$ cat src/rtl/tmr_pkg.sv
package tmr_pkg;
  localparam int BYTE_W = 8;
  localparam int CNT_W  = 2 * BYTE_W;
  localparam int MODE_W = 3;
  localparam int SEL_W  = 2;
  localparam int ADDR_W = 2;
  localparam logic [ADDR_W-1:0] CTL_ADDR = 2'd3;

  typedef enum logic [1:0] {
    ACC_LATCH = 2'b00,
    ACC_LO    = 2'b01,
    ACC_HI    = 2'b10,
    ACC_BOTH  = 2'b11
  } acc_e;

  typedef struct packed {
    logic [SEL_W-1:0]  sel;
    acc_e              acc;
    logic [MODE_W-1:0] mode;
    logic              bcd;
  } ctlw_t;

  // Byte presented on the data port for a given access setting.
  function automatic logic [BYTE_W-1:0] pick_byte(input logic [CNT_W-1:0] v,
                                                 input acc_e acc,
                                                 input logic hi_next);
    logic [BYTE_W-1:0] r;
    case (acc)
      ACC_HI:   r = v[CNT_W-1:BYTE_W];
      ACC_BOTH: r = hi_next ? v[CNT_W-1:BYTE_W] : v[BYTE_W-1:0];
      default:  r = v[BYTE_W-1:0];
    endcase
    return r;
  endfunction

  // Initial count formed by the completing data write.
  function automatic logic [CNT_W-1:0] merge_count(input acc_e acc,
                                                  input logic [BYTE_W-1:0] held_lo,
                                                  input logic [BYTE_W-1:0] b);
    logic [CNT_W-1:0] r;
    case (acc)
      ACC_HI:   r = {b, {BYTE_W{1'b0}}};
      ACC_BOTH: r = {b, held_lo};
      default:  r = {{BYTE_W{1'b0}}, b};
    endcase
    return r;
  endfunction

  // True when this read finishes a full value under the access setting.
  function automatic logic read_completes(input acc_e acc, input logic hi_next);
    return (acc != ACC_BOTH) || hi_next;
  endfunction
endpackage

$ cat src/rtl/tmr_ctl_decode.sv
module tmr_ctl_decode
  import tmr_pkg::*;
#(
  parameter int NUM_CH = 3
) (
  input  logic                  wr_en,
  input  logic                  rd_en,
  input  logic [ADDR_W-1:0]     addr,
  input  logic [BYTE_W-1:0]     wdata,
  output ctlw_t                 cw,
  output logic [NUM_CH-1:0]     prog_evt,
  output logic [NUM_CH-1:0]     latch_evt,
  output logic [NUM_CH-1:0]     dwr_evt,
  output logic [NUM_CH-1:0]     drd_evt
);
  logic ctl_wr;

  always_comb begin
    cw     = ctlw_t'(wdata);
    ctl_wr = wr_en && (addr == CTL_ADDR);
    for (int i = 0; i < NUM_CH; i++) begin
      prog_evt[i]  = ctl_wr && (cw.sel == SEL_W'(i)) && (cw.acc != ACC_LATCH);
      latch_evt[i] = ctl_wr && (cw.sel == SEL_W'(i)) && (cw.acc == ACC_LATCH);
      dwr_evt[i]   = wr_en && (addr == ADDR_W'(i));
      drd_evt[i]   = rd_en && (addr == ADDR_W'(i));
    end
  end
endmodule

$ cat src/rtl/tmr_chan_regs.sv
module tmr_chan_regs
  import tmr_pkg::*;
(
  input  logic               clk,
  input  logic               rst_n,
  input  ctlw_t              cw,
  input  logic               prog_evt,
  input  logic               latch_evt,
  input  logic               dwr_evt,
  input  logic               drd_evt,
  input  logic [BYTE_W-1:0]  wdata,
  input  logic [CNT_W-1:0]   live,
  output logic [MODE_W-1:0]  mode,
  output logic               bcd,
  output logic [CNT_W-1:0]   count,
  output logic               load,
  output logic               ctl_pulse,
  output acc_e               acc,
  output logic               latched,
  output logic [CNT_W-1:0]   snap,
  output logic [BYTE_W-1:0]  rd_byte
);
  logic              wr_hi_next;
  logic              rd_hi_next;
  logic [BYTE_W-1:0] held_lo;
  logic              wr_done;
  logic              rd_release;
  logic              snap_take;

  // Named events used by the register process and visible to assertions.
  assign wr_done    = dwr_evt && ((acc != ACC_BOTH) || wr_hi_next);
  assign rd_release = drd_evt && latched && read_completes(acc, rd_hi_next);
  assign snap_take  = latch_evt && !latched;
  assign rd_byte    = pick_byte(latched ? snap : live, acc, rd_hi_next);

  always_ff @(posedge clk or negedge rst_n) begin
    if (!rst_n) begin
      mode       <= '0;
      bcd        <= 1'b0;
      acc        <= ACC_BOTH;
      count      <= '0;
      load       <= 1'b0;
      ctl_pulse  <= 1'b0;
      wr_hi_next <= 1'b0;
      rd_hi_next <= 1'b0;
      held_lo    <= '0;
      latched    <= 1'b0;
      snap       <= '0;
    end else begin
      load      <= 1'b0;
      ctl_pulse <= 1'b0;
      if (prog_evt) begin
        mode       <= cw.mode;
        bcd        <= cw.bcd;
        acc        <= cw.acc;
        wr_hi_next <= 1'b0;
        rd_hi_next <= 1'b0;
        latched    <= 1'b0;
        ctl_pulse  <= 1'b1;
      end else if (snap_take) begin
        latched <= 1'b1;
        snap    <= live;
      end
      if (dwr_evt) begin
        if (wr_done) begin
          count      <= merge_count(acc, held_lo, wdata);
          load       <= 1'b1;
          wr_hi_next <= 1'b0;
        end else begin
          held_lo    <= wdata;
          wr_hi_next <= 1'b1;
        end
      end
      if (drd_evt) begin
        if (acc == ACC_BOTH) rd_hi_next <= !rd_hi_next;
        if (rd_release) latched <= 1'b0;
      end
    end
  end
endmodule

$ cat src/rtl/tmr_rd_mux.sv
module tmr_rd_mux
  import tmr_pkg::*;
#(
  parameter int NUM_CH = 3
) (
  input  logic [ADDR_W-1:0]             addr,
  input  logic [NUM_CH-1:0][BYTE_W-1:0] bytes,
  output logic [BYTE_W-1:0]             rdata
);
  always_comb begin
    rdata = '0;
    for (int i = 0; i < NUM_CH; i++) begin
      if (addr == ADDR_W'(i)) rdata = bytes[i];
    end
  end
endmodule

$ cat src/rtl/tmr_host_if.sv
module tmr_host_if
  import tmr_pkg::*;
#(
  parameter int NUM_CH = 3
) (
  input  logic                       clk,
  input  logic                       rst_n,
  input  logic [ADDR_W-1:0]          addr,
  input  logic [BYTE_W-1:0]          wdata,
  input  logic                       wr_en,
  input  logic                       rd_en,
  output logic [BYTE_W-1:0]          rdata,
  input  logic [NUM_CH*CNT_W-1:0]    ch_value,
  output logic [NUM_CH*MODE_W-1:0]   ch_mode,
  output logic [NUM_CH-1:0]          ch_bcd,
  output logic [NUM_CH*CNT_W-1:0]    ch_count,
  output logic [NUM_CH-1:0]          ch_load,
  output logic [NUM_CH-1:0]          ch_ctl
);
  ctlw_t                        cw;
  logic [NUM_CH-1:0]            prog_evt;
  logic [NUM_CH-1:0]            latch_evt;
  logic [NUM_CH-1:0]            dwr_evt;
  logic [NUM_CH-1:0]            drd_evt;
  logic [NUM_CH-1:0][1:0]       acc_q;
  logic [NUM_CH-1:0]            latched_q;
  logic [NUM_CH-1:0][CNT_W-1:0] snap_q;
  logic [NUM_CH-1:0][BYTE_W-1:0] rd_bytes;

  tmr_ctl_decode #(.NUM_CH(NUM_CH)) u_dec (
    .wr_en     (wr_en),
    .rd_en     (rd_en),
    .addr      (addr),
    .wdata     (wdata),
    .cw        (cw),
    .prog_evt  (prog_evt),
    .latch_evt (latch_evt),
    .dwr_evt   (dwr_evt),
    .drd_evt   (drd_evt)
  );

  for (genvar g = 0; g < NUM_CH; g++) begin : g_ch
    acc_e acc_l;
    tmr_chan_regs u_regs (
      .clk       (clk),
      .rst_n     (rst_n),
      .cw        (cw),
      .prog_evt  (prog_evt[g]),
      .latch_evt (latch_evt[g]),
      .dwr_evt   (dwr_evt[g]),
      .drd_evt   (drd_evt[g]),
      .wdata     (wdata),
      .live      (ch_value[g*CNT_W +: CNT_W]),
      .mode      (ch_mode[g*MODE_W +: MODE_W]),
      .bcd       (ch_bcd[g]),
      .count     (ch_count[g*CNT_W +: CNT_W]),
      .load      (ch_load[g]),
      .ctl_pulse (ch_ctl[g]),
      .acc       (acc_l),
      .latched   (latched_q[g]),
      .snap      (snap_q[g]),
      .rd_byte   (rd_bytes[g])
    );
    assign acc_q[g] = acc_l;
  end

  tmr_rd_mux #(.NUM_CH(NUM_CH)) u_rmux (
    .addr  (addr),
    .bytes (rd_bytes),
    .rdata (rdata)
  );
endmodule

$ cat config.mk
export PLATFORM = sky130hd
export DESIGN_NAME = tmr_host_if
export DESIGN_NICKNAME = d
export VERILOG_FILES = /design/src/rtl/tmr_pkg.sv /design/src/rtl/tmr_ctl_decode.sv /design/src/rtl/tmr_chan_regs.sv /design/src/rtl/tmr_rd_mux.sv /design/src/rtl/tmr_host_if.sv
export SDC_FILE = /design/constraint.sdc
export NUM_CORES = 1
export LEC_CHECK = 0
export ABC_AREA = 0
export ABC_CLOCK_PERIOD_IN_PS = 2400
export BUFFER_PORTS_ARGS = -buffer_cell sky130_fd_sc_hd__buf_4
export CAP_MARGIN = 25
export CORE_MARGIN = 4
export CORE_UTILIZATION = 52
export CTS_CLUSTER_DIAMETER = 100
export DETAILED_ROUTE_END_ITERATION = 8
export GPL_TIMING_DRIVEN = 0
export PLACE_DENSITY = 0.76
export SKIP_LAST_GASP = 1
export SLEW_MARGIN = 20
export SYNTH_ARGS = -nofsm -noshare
export SYNTH_HDL_FRONTEND = slang
export SYNTH_HIERARCHICAL = 1
export SYNTH_SLANG_ARGS = --single-unit
$ cat constraint.sdc
create_clock -name clk -period 2.4 [get_ports clk]
set_input_delay 0.36 -clock clk [delete_from_list [all_inputs] [get_ports clk]]
set_output_delay 0.36 -clock clk [all_outputs]
set_load 0.02 [all_outputs]
==> metrics.csv <==
stage;metric;value;unit
status;run status;finished, violations left;
status;failing checks;setup timing;
sta;period utilization;111.3;%
routing;DR iter-0 viols;370;
place;pre-CTS worst setup slack;-0.2756;ns
floorplan;Cell Rows;42;
hold_path;HP Class;input port to flop;
cts;H-tree depth;4;
critical_path;Data required, critical path;2.04;ns
critical_path;critical path class;flop to output port;
cts;Clk Tree Root Cell;clkbuf_16;
cts;CTS tree;built;
finish;area occupied by registers;3836;sq um
sta;Slew Limit Fails;0;
sta;clock skew;0.01108;ns
global_route;largest net degree at the start of global routing;107;
cts;Worst-path clk slew;0.06;ns
cts;cts bufs inserted;17;
finish;area occupied by multi-input gates;3019;sq um
critical_path;Startpoint Class;flop;
place;routability cong.;0.8388;
power_and_ir_drop;power share of the combinational group;33.8;%
run;max cap viols;0;
power_and_ir_drop;Switching Share;31.12;%
finish;Final #Nets;734;
routing;total number of vias;4725;
power_and_ir_drop;Sequential Power Share;38.8;%
cts;Clk Latency, worst-skew pair;0.42;ns
cts;Max Buffers Root-to-Sink;2;
floorplan;Core Box Area;13350;sq um
global_route;vias in the first global route;5032;
global_route;initial antenna violation count;0;
global_route;gr ovfl total;0;
sta;worst-margin pin slew;0.5966;ns
power_and_ir_drop;P_leak;4.477;nW
sta;Setup TNS;-1.934;ns
power_and_ir_drop;clock power share;27.4;%
floorplan;io pins;136;
cts;CTS Sinks;153;
critical_path;Worst Path Arrival;2.31;ns
finish;Antenna Cells;0;
global_route;first-pass GRT wire length;26450;microns
floorplan;Die Area;15720;sq um
synthesis;Mapped Nets;570;
synthesis;Post-Synthesis Cells;508;
place;IO buf count;135;
critical_path;worst-path fanout max;8;
power_and_ir_drop;Max VDD drop;0.5719;mV
floorplan;die width;125.4;microns
sta;minimum clock period;2.671;ns
synthesis;Yosys warnings;6;
routing;WL/cell;19.18;microns
global_route;GRT Overall Usage;21.47;%
floorplan;chip height;125.4;microns
power_and_ir_drop;Int Pwr;0.006938;W
sta;post-route setup slack;-0.2708;ns
power_and_ir_drop;total power;0.01007;W
routing;DRC violations left;0;
finish;share of cells above drive strength 1;49.64;%
floorplan;Initial Util;53.68;%
sta;RSZ-0062 raised after global routing;true;
finish;Filler Cell Count;995;
place;post-detail-place hpwl;11560;microns
routing;Total Wirelength;16520;microns
routing;antenna viol nets, final;0;
sta;Final Hold Vio Count;0;
routing;DRT Pass-1 Iters;4;
sta;fmax;374.4;MHz
sta;Slew HR;60.05;%
routing;Vias per Instance;5.488;
power_and_ir_drop;Sw Pwr;0.003135;W
finish;Layout Area Growth over Synthesis;27.92;%
synthesis;Syn Area/Cell;14.11;sq um
synthesis;Mapped Area;7166;sq um
sta;final setup vio count;8;
power_and_ir_drop;PwrDens;1099;nW/um^2
critical_path;Worst Setup End Kind;output port;
==> path summary, 6_finish.rpt <==
kind | cells past startpoint | start | slack (ns) | end
max | 7 | g_ch[1].u_regs/acc[0] | -0.27 | rdata[6]
min | 2 | ch_value[34] | 0.18 | g_ch[2].u_regs/snap[2]
max reg2reg | 6 | g_ch[1].u_regs/acc[0] | 0.40 | g_ch[1].u_regs/count[7]
min reg2reg | 1 | g_ch[2].u_regs/snap[8] | 0.50 | g_ch[2].u_regs/snap[8]
max in group asynchronous | 3 | rst_n | 1.12 | g_ch[1].u_regs/snap[6]
min in group asynchronous | 2 | rst_n | 0.46 | g_ch[2].u_regs/load
==> timing repair <==
item                                   4_1_cts  5_1_grt
setup buffers                                7        1
endpoints found under the hold margin       46        0
resized for setup                           23        2
setup endpoints to repair                    8        8
pin swaps                                   11        0
hold buffers                                 1        0
==> flip-flops by register name (all words and copies together) (netlist names) <==
| register | count |
|---|---|
| g_ch.u_regs/ctl_pulse | 3 |
| g_ch.u_regs/latched | 3 |
| g_ch.u_regs/rd_hi_next | 3 |
| g_ch.u_regs/wr_hi_next | 3 |
| g_ch.u_regs/bcd | 3 |
| g_ch.u_regs/mode | 9 |
| g_ch.u_regs/acc | 6 |
| g_ch.u_regs/count | 48 |
| g_ch.u_regs/load | 3 |
| g_ch.u_regs/snap | 48 |
| g_ch.u_regs/held_lo | 24 |
==> critical path: stages, from the launching register on <==
cell       delay [ns]
dfstp_2          0.56
inv_4            0.04
o21ai_4          0.13
buf_12           0.15
mux4_2           0.53
mux2i_2          0.22
o2bb2ai_1        0.10
buf_4            0.16
==> through the flow <==
stage	instances	hold WS (ns)	cell area, sq um	util [%]
detailed placement	820	0.2836	8434	63.19
floorplan	508	0.06441	7166	-
CTS	860	0.1696	9146	68.52
global placement	819	0.4811	8399	62.93
finish	861	0.1848	9166	68.67
global route	861	0.1667	9166	68.67
==> final cells by class <==
type	instances	area share [%]
Buffer	27	2.088
Clock buffer	24	5.146
Clock inverter	8	1.556
Inverter	33	1.406
Multi-Input combinational cell	295	32.94
Sequential cell	153	41.85
Tap cell	176	2.402
Timing Repair Buffer	145	12.61
==> power groups by stage <==
stage / sequential, W / combinational (W) / clock, W
finish: 0.00391 / 0.00340 / 0.00276
global route: 0.00400 / 0.00365 / 0.00292
CTS: 0.00390 / 0.00343 / 0.00281
detailed placement: 0.00392 / 0.00324 / 0
global placement: 0.00386 / 0.00315 / 0
floorplan: 0.00437 / 0.00144 / 0
==> layout by cell type, fill, tap and decap left out, types with 2 or more instances in the layout <==
cell	n
o21ai_4	3
a22o_1	24
mux4_2	18
inv_2	3
a31oi_1	3
buf_6	6
o2bb2ai_1	8
and2_1	3
nor3b_2	3
inv_1	28
mux2i_1	27
clkbuf_1	11
nand2b_1	3
o21ai_0	9
mux2_1	3
mux2i_2	4
buf_12	3
clkbuf_16	17
nand3b_1	5
clkinv_2	3
dfstp_2	6
nor2_1	12
nor3b_1	2
and3b_1	2
bufinv_16	4
buf_4	151
dfrtp_1	147
o31ai_4	3
a311oi_1	3
buf_1	3
and3b_2	2
nand2_1	42
clkbuf_8	2
mux4_1	6
mux2_2	105
inv_4	2
==> layer usage <==
metal | part of all wire (%) | vias up | global-route usage [%]
met1 | 40 | 2432 | 26.54
met4 | 1.6 | 0 | 7.908
met5 | 0 | - | 0
met2 | 53 | 106 | 37.05
li1 | - | 2172 | -
met3 | 4.5 | 15 | 4.947
Note: power is estimated with default switching activity, not from simulation.
